$ cat src/rtl/conio_trap_pkg.sv
package conio_trap_pkg;
  typedef enum logic [1:0] {
    FK_CHAR,
    FK_STR,
    FK_BAD
  } fn_kind_e;

  typedef enum logic [2:0] {
    ST_IDLE,
    ST_EMIT,
    ST_WAIT,
    ST_SRD,
    ST_SDAT,
    ST_RLO,
    ST_RHI,
    ST_UPD
  } seq_state_e;
endpackage

$ cat src/rtl/conio_trap_decode.sv
module conio_trap_decode
  import conio_trap_pkg::*;
#(
  parameter int unsigned       ADDR_W  = 16,
  parameter int unsigned       DATA_W  = 8,
  parameter logic [ADDR_W-1:0] SVC_PC  = 'h0005,
  parameter logic [ADDR_W-1:0] EXIT_PC = 'h0000,
  parameter logic [DATA_W-1:0] FN_CHAR = 'h02,
  parameter logic [DATA_W-1:0] FN_STR  = 'h09
) (
  input  logic              retire_valid,
  input  logic [ADDR_W-1:0] retire_pc,
  input  logic [DATA_W-1:0] fn_code,
  output logic              trap_hit,
  output logic              exit_hit,
  output fn_kind_e          fn_kind
);
  always_comb begin
    trap_hit = retire_valid && (retire_pc == SVC_PC);
    exit_hit = retire_valid && (retire_pc == EXIT_PC);
    if (fn_code == FN_CHAR)     fn_kind = FK_CHAR;
    else if (fn_code == FN_STR) fn_kind = FK_STR;
    else                        fn_kind = FK_BAD;
  end
endmodule

$ cat src/rtl/conio_out_stage.sv
module conio_out_stage #(
  parameter int unsigned DATA_W = 8
) (
  input  logic              clk,
  input  logic              rst_n,
  input  logic              push,
  input  logic [DATA_W-1:0] push_data,
  input  logic              out_ready,
  output logic              out_valid,
  output logic [DATA_W-1:0] out_data
);
  logic              valid_q, valid_d;
  logic [DATA_W-1:0] data_q, data_d;
  logic              data_en;

  always_comb begin
    valid_d = valid_q;
    data_d  = data_q;
    data_en = 1'b0;
    if (push) begin
      valid_d = 1'b1;
      data_d  = push_data;
      data_en = 1'b1;
    end else if (valid_q && out_ready) begin
      valid_d = 1'b0;
    end
  end

  always_ff @(posedge clk or negedge rst_n) begin
    if (!rst_n) begin
      valid_q <= 1'b0;
      data_q  <= '0;
    end else begin
      valid_q <= valid_d;
      if (data_en) data_q <= data_d;
    end
  end

  assign out_valid = valid_q;
  assign out_data  = data_q;
endmodule

$ cat src/rtl/conio_trap_seq.sv
module conio_trap_seq
  import conio_trap_pkg::*;
#(
  parameter int unsigned       ADDR_W = 16,
  parameter int unsigned       DATA_W = 8,
  parameter logic [DATA_W-1:0] TERM   = 'h24
) (
  input  logic              clk,
  input  logic              rst_n,
  input  logic              trap_hit,
  input  logic              exit_hit,
  input  fn_kind_e          fn_kind,
  input  logic [DATA_W-1:0] reg_e,
  input  logic [ADDR_W-1:0] reg_de,
  input  logic [ADDR_W-1:0] reg_sp,
  input  logic              stage_busy,
  input  logic              out_ready,
  input  logic [DATA_W-1:0] mem_rd_data,
  output logic              push,
  output logic [DATA_W-1:0] push_data,
  output logic              mem_rd_en,
  output logic [ADDR_W-1:0] mem_rd_addr,
  output logic              upd_valid,
  output logic [ADDR_W-1:0] upd_pc,
  output logic [ADDR_W-1:0] upd_sp,
  output logic              busy,
  output logic              done,
  output logic              err
);
  localparam int unsigned       WORD_W   = 2 * DATA_W;
  localparam logic [ADDR_W-1:0] ADDR_ONE = ADDR_W'(1);
  localparam logic [ADDR_W-1:0] ADDR_TWO = ADDR_W'(2);

  seq_state_e        state_q, state_d;
  logic              is_str_q, is_str_d;
  logic [ADDR_W-1:0] ptr_q, ptr_d;
  logic [ADDR_W-1:0] sp_q, sp_d;
  logic [DATA_W-1:0] byte_q, byte_d;
  logic [DATA_W-1:0] lo_q, lo_d;
  logic              done_q, done_d;
  logic              err_q, err_d;
  logic              ctx_en;

  always_comb begin
    state_d     = state_q;
    is_str_d    = is_str_q;
    ptr_d       = ptr_q;
    sp_d        = sp_q;
    byte_d      = byte_q;
    lo_d        = lo_q;
    done_d      = done_q;
    err_d       = err_q;
    ctx_en      = 1'b0;
    push        = 1'b0;
    mem_rd_en   = 1'b0;
    mem_rd_addr = ptr_q;
    upd_valid   = 1'b0;
    upd_pc      = ADDR_W'({mem_rd_data, lo_q});
    upd_sp      = sp_q + ADDR_TWO;

    unique case (state_q)
      ST_IDLE: begin
        if (exit_hit) done_d = 1'b1;
        if (trap_hit) begin
          ctx_en   = 1'b1;
          ptr_d    = reg_de;
          sp_d     = reg_sp;
          byte_d   = reg_e;
          is_str_d = (fn_kind == FK_STR);
          unique case (fn_kind)
            FK_CHAR: state_d = ST_EMIT;
            FK_STR:  state_d = ST_SRD;
            default: err_d   = 1'b1;
          endcase
        end
      end
      ST_EMIT: begin
        push    = 1'b1;
        state_d = ST_WAIT;
      end
      ST_WAIT: begin
        if (stage_busy && out_ready) begin
          if (is_str_q) begin
            ptr_d   = ptr_q + ADDR_ONE;
            state_d = ST_SRD;
          end else begin
            state_d = ST_RLO;
          end
        end
      end
      ST_SRD: begin
        mem_rd_en   = 1'b1;
        mem_rd_addr = ptr_q;
        state_d     = ST_SDAT;
      end
      ST_SDAT: begin
        if (mem_rd_data == TERM) begin
          state_d = ST_RLO;
        end else begin
          byte_d  = mem_rd_data;
          state_d = ST_EMIT;
        end
      end
      ST_RLO: begin
        mem_rd_en   = 1'b1;
        mem_rd_addr = sp_q;
        state_d     = ST_RHI;
      end
      ST_RHI: begin
        lo_d        = mem_rd_data;
        mem_rd_en   = 1'b1;
        mem_rd_addr = sp_q + ADDR_ONE;
        state_d     = ST_UPD;
      end
      ST_UPD: begin
        upd_valid = 1'b1;
        state_d   = ST_IDLE;
      end
      default: state_d = ST_IDLE;
    endcase
  end

  always_ff @(posedge clk or negedge rst_n) begin
    if (!rst_n) begin
      state_q  <= ST_IDLE;
      is_str_q <= 1'b0;
      ptr_q    <= '0;
      sp_q     <= '0;
      byte_q   <= '0;
      lo_q     <= '0;
      done_q   <= 1'b0;
      err_q    <= 1'b0;
    end else begin
      state_q <= state_d;
      done_q  <= done_d;
      err_q   <= err_d;
      ptr_q   <= ptr_d;
      byte_q  <= byte_d;
      lo_q    <= lo_d;
      if (ctx_en) begin
        is_str_q <= is_str_d;
        sp_q     <= sp_d;
      end
    end
  end

  assign push_data = byte_q;
  assign busy      = (state_q != ST_IDLE);
  assign done      = done_q;
  assign err       = err_q;

  if (WORD_W < ADDR_W) begin : g_narrow_word
    initial $error("stack word narrower than address");
  end
endmodule

$ cat src/rtl/conio_trap_monitor.sv
module conio_trap_monitor
  import conio_trap_pkg::*;
#(
  parameter int unsigned       ADDR_W  = 16,
  parameter int unsigned       DATA_W  = 8,
  parameter logic [ADDR_W-1:0] SVC_PC  = 'h0005,
  parameter logic [ADDR_W-1:0] EXIT_PC = 'h0000,
  parameter logic [DATA_W-1:0] FN_CHAR = 'h02,
  parameter logic [DATA_W-1:0] FN_STR  = 'h09,
  parameter logic [DATA_W-1:0] TERM    = 'h24
) (
  input  logic              clk,
  input  logic              rst_n,
  input  logic              retire_valid,
  input  logic [ADDR_W-1:0] retire_pc,
  input  logic [DATA_W-1:0] reg_c,
  input  logic [DATA_W-1:0] reg_e,
  input  logic [ADDR_W-1:0] reg_de,
  input  logic [ADDR_W-1:0] reg_sp,
  output logic              mem_rd_en,
  output logic [ADDR_W-1:0] mem_rd_addr,
  input  logic [DATA_W-1:0] mem_rd_data,
  output logic              out_valid,
  output logic [DATA_W-1:0] out_data,
  input  logic              out_ready,
  output logic              upd_valid,
  output logic [ADDR_W-1:0] upd_pc,
  output logic [ADDR_W-1:0] upd_sp,
  output logic              cpu_stall,
  output logic              cpu_run_en,
  output logic              done,
  output logic              err
);
  logic              trap_hit;
  logic              exit_hit;
  fn_kind_e          fn_kind;
  logic              push;
  logic [DATA_W-1:0] push_data;
  logic              busy;

  conio_trap_decode #(
    .ADDR_W (ADDR_W),
    .DATA_W (DATA_W),
    .SVC_PC (SVC_PC),
    .EXIT_PC(EXIT_PC),
    .FN_CHAR(FN_CHAR),
    .FN_STR (FN_STR)
  ) decode_i (
    .retire_valid(retire_valid),
    .retire_pc   (retire_pc),
    .fn_code     (reg_c),
    .trap_hit    (trap_hit),
    .exit_hit    (exit_hit),
    .fn_kind     (fn_kind)
  );

  conio_trap_seq #(
    .ADDR_W(ADDR_W),
    .DATA_W(DATA_W),
    .TERM  (TERM)
  ) seq_i (
    .clk        (clk),
    .rst_n      (rst_n),
    .trap_hit   (trap_hit),
    .exit_hit   (exit_hit),
    .fn_kind    (fn_kind),
    .reg_e      (reg_e),
    .reg_de     (reg_de),
    .reg_sp     (reg_sp),
    .stage_busy (out_valid),
    .out_ready  (out_ready),
    .mem_rd_data(mem_rd_data),
    .push       (push),
    .push_data  (push_data),
    .mem_rd_en  (mem_rd_en),
    .mem_rd_addr(mem_rd_addr),
    .upd_valid  (upd_valid),
    .upd_pc     (upd_pc),
    .upd_sp     (upd_sp),
    .busy       (busy),
    .done       (done),
    .err        (err)
  );

  conio_out_stage #(
    .DATA_W(DATA_W)
  ) out_i (
    .clk      (clk),
    .rst_n    (rst_n),
    .push     (push),
    .push_data(push_data),
    .out_ready(out_ready),
    .out_valid(out_valid),
    .out_data (out_data)
  );

  assign cpu_stall  = busy | trap_hit;
  assign cpu_run_en = ~(done | err);
endmodule

$ cat config.mk
export PLATFORM = sky130hd
export DESIGN_NAME = conio_trap_monitor
export DESIGN_NICKNAME = d
export VERILOG_FILES = /design/src/rtl/conio_trap_pkg.sv /design/src/rtl/conio_trap_decode.sv /design/src/rtl/conio_out_stage.sv /design/src/rtl/conio_trap_seq.sv /design/src/rtl/conio_trap_monitor.sv
export SDC_FILE = /design/constraint.sdc
export NUM_CORES = 1
export LEC_CHECK = 0
export BUFFER_PORTS_ARGS = -buffer_cell sky130_fd_sc_hd__buf_2
export CORE_MARGIN = 5
export CORE_UTILIZATION = 50
export CTS_CLUSTER_DIAMETER = 100
export DETAILED_ROUTE_END_ITERATION = 6
export GPL_ROUTABILITY_DRIVEN = 0
export HOLD_SLACK_MARGIN = 0.06
export PLACE_DENSITY = 0.76
export SETUP_SLACK_MARGIN = 0.15
export SLEW_MARGIN = 20
export SYNTH_ARGS = -nofsm -noshare
export SYNTH_HDL_FRONTEND = slang
export SYNTH_SLANG_ARGS = --single-unit
$ cat constraint.sdc
create_clock -name clk -period 2.16 [get_ports clk]
set_input_delay 0.324 -clock clk [delete_from_list [all_inputs] [get_ports clk]]
set_output_delay 0.324 -clock clk [all_outputs]
set_load 0.005 [all_outputs]
==> qor.txt <==
Synth Area in XOR/XNOR: 3.13%
iteration-0 DRC count of the detailed router: 235
Leak: 2.55 nW
final antenna-violating net count: 0
Reg clk slew, reported paths: 0.08 ns
Starting Density: 51.0%
register area share after synthesis: 40.2%
Slew @ Worst Pin: 0.392 ns
Cells after Synth: 429
status: finished with violations
mux contribution to synthesized area: 11.4%
cell area after layout: 5420 sq um
min-delay worst type: primary input to register
Synth area leaders: dfrtp_1 (40%), mux2_2 (11%), nand2_1 (6.4%)
prevailing post-synth register cell: dfrtp_1
# setup viols final: 17
syn_area_per_cell: 9.13 sq um
CTS root buf: clkbuf_8
CTS tree: built
die area: 9710 sq um
fin crit period: 2.40 ns
Post-synth top cells: nand2_1 (67), dfrtp_1 (63), mux2_2 (37), a21oi_1 (35), o21ai_0 (28)
clock buffer depth: 2
DRC viols: 0
Post-Synth Adder-Cell Area: 0.958%
Reg-to-Reg Start: seq_i.state_q[1]$_DFFE_PN0P_
Synth cell types: 62
# diodes: 0
Synth area leader: dfrtp_1
Cell Pwr Density: 523 nW/um^2
hold_sp: retire_pc[2]
cell with the most instances after synthesis: nand2_1
hold path cells: 2
num rows: 32
Yosys reg bits: 63
Num CTS Buffers: 9
Synth Net Count: 508
port bufs: 138
Final WS setup: -0.242 ns
total track usage: 23.6%
Multi-input gate area: 2310 sq um
Tcrit/Tclk final: 111%
first-pass GRT wire length: 18.7 mm
Fillers: 624
clock skew: 0.0139 ns
final core utilization: 70.5%
core area: 7690 sq um
synth-to-layout area growth: 38.2%
Final #Nets: 670
Slew Viols, Final: 0
worst vdd ir: 0.552 mV
Post-Synth Simple-Gate Area: 20.8%
Register Area: 1580 sq um
WL final: 12.2 mm
YS warnings: 0
largest family of logic cells by synthesized area: simple AND/OR/NAND/NOR gates
fmax: 416 MHz
1st-pass router iterations: 5
I/O pin total: 139
Arr. time, crit path: 2.08 ns
Worst Reg-to-Reg Cells: 6
asr flop ratio synth: 100%
Synth Area in Compound Gates: 17.3%
Worst-Skew Late Latency: 0.36 ns
critical-path maximum fanout: 7
critical path endpoint category: output port
CP Class: register to output port
kind of start point of the critical path: register
number of synthesized flops with an enable pin: 0
initial antenna violation count: 1
DR vias: 4,043
largest net degree at the start of global routing: 64
H-tree levels: 3
Routed WL per cell: 17.5 um
Hold EP: seq_i.done$_DFFE_PN0P_
Max-cap violations: 0
Placed Area: 4730 sq um
CP required: 1.84 ns
Hold Violations, Final: 0
share of cells above drive strength 1: 50.3%
number of global-route vias before repair: 3,850
R2R Setup Slk: 0.22 ns
smallest hold slack: 0.192 ns
chip width: 98.5 um
R2R Path End: seq_i.push_data[2]$_DFFE_PN0P_
Synth top area share: 40.2%
HPWL Detailed: 8.09 mm
total global routing overflow: 0
CTS sink cnt: 63
Die Y: 98.5 um
DR vias/cell: 5.79
Setup Slack @ Placement: 0.130 ns
Worst slew margin: 73.7%
failing checks: negative setup slack
unrepaired setup endpoints after global routing: yes
Post-Syn Area: 3920 sq um
## cell type report
cell class                      count  area share, %
Clock buffer                        9           2.29
Clock inverter                      7           1.02
Inverter                            9          0.624
Multi-Input combinational cell    321           42.7
Sequential cell                    63           29.2
Tap cell                          102           2.36
Timing Repair Buffer              187           21.8
## timing repair
item | 4_1_cts | 5_1_grt
cloned | 1 | 2
hold buffers | 1 | 0
gates resized for setup | 48 | 39
pin swaps | 22 | 16
endpoints found under the hold margin | 63 | 0
buffers inserted | 12 | 11
setup endpoints to repair | 26 | 49
## flip-flops by register name, summed over array words and instances (netlist names)
name / flops
seq_i.lo_q: 8
seq_i.sp_q: 16
seq_i.ptr_q: 16
seq_i.state_q: 3
seq_i.done: 1
seq_i.err: 1
out_i.out_valid: 1
seq_i.is_str_q: 1
seq_i.push_data: 8
out_i.out_data: 8
## per-stage QoR
step	setup TNS (ns)	instances	power, W
2_1_floorplan	0	429	0.00162
3_3_place_gp	0	655	0.00185
3_5_place_dp	0	655	0.00187
4_1_cts	-0.564	685	0.00286
5_1_grt	-3.30	698	0.00297
6_report	-1.69	698	0.00283
## report_power, final
| group | switching, W | internal [W] | leakage [nW] | total, W |
|---|---|---|---|---|
| combinational | 0.000171 | 0.000248 | 1.68 | 0.000419 |
| sequential | 0.0000841 | 0.00134 | 0.783 | 0.00143 |
| clock | 0.000553 | 0.000430 | 0.0870 | 0.000983 |
## per-layer routing
| layer | track usage, % | share of wire (%) | up-vias |
|---|---|---|---|
| li1 | - | - | 1872 |
| met2 | 40.8 | 50 | 199 |
| met4 | 8.82 | 2.9 | 2 |
| met5 | 0 | 0.057 | - |
| met3 | 5.66 | 7.1 | 36 |
| met1 | 28.6 | 40 | 1934 |
## worst max-delay path, cell delays in order (launching register included)
cell and delay, ns:
dfrtp_1 0.42, buf_6 0.14, ha_4 0.16, and4_1 0.21
and2b_2 0.26, nand2_1 0.08, nor2_1 0.04, a221o_1 0.28
buf_2 0.13
## cell usage in the layout, fill, tap and decap left out, types with 12 or more instances in the layout
| cell type | instances |
|---|---|
| a21oi_1 | 30 |
| nand2_1 | 62 |
| nand3_1 | 15 |
| buf_6 | 12 |
| dfrtp_1 | 57 |
| mux2_2 | 37 |
| o21ai_0 | 18 |
| buf_2 | 139 |
| buf_4 | 29 |
| nor2_1 | 13 |
## worst max-delay path by stage
stage                              start                              to  slack [ns]  depth (start not counted)
2_1_floorplan  seq_i.sp_q[2]$_DFFE_PN0P_                  mem_rd_addr[9]        0.33                          6
3_3_place_gp              mem_rd_data[4]  seq_i.push_data[5]$_DFFE_PN0P_        0.16                          6
3_5_place_dp   seq_i.sp_q[1]$_DFFE_PN0P_                 mem_rd_addr[12]        0.13                          8
4_1_cts        seq_i.sp_q[1]$_DFFE_PN0P_                 mem_rd_addr[12]       -0.11                          8
5_1_grt        seq_i.sp_q[1]$_DFFE_PN0P_                  mem_rd_addr[7]       -0.34                          8
6_report       seq_i.sp_q[1]$_DFFE_PN0P_                  mem_rd_addr[7]       -0.24                          8
## kinds of logic after synthesis
family                     count (synthesis)
and+or+nand+nor                          157
AOI/OAI and AO/OA                        107
DFF                                       63
buffers and inverters                     45
muxes                                     40
xor gates and xnor gates                  14
adders and majority gates                  3
Power figures use the tool's default switching activity.
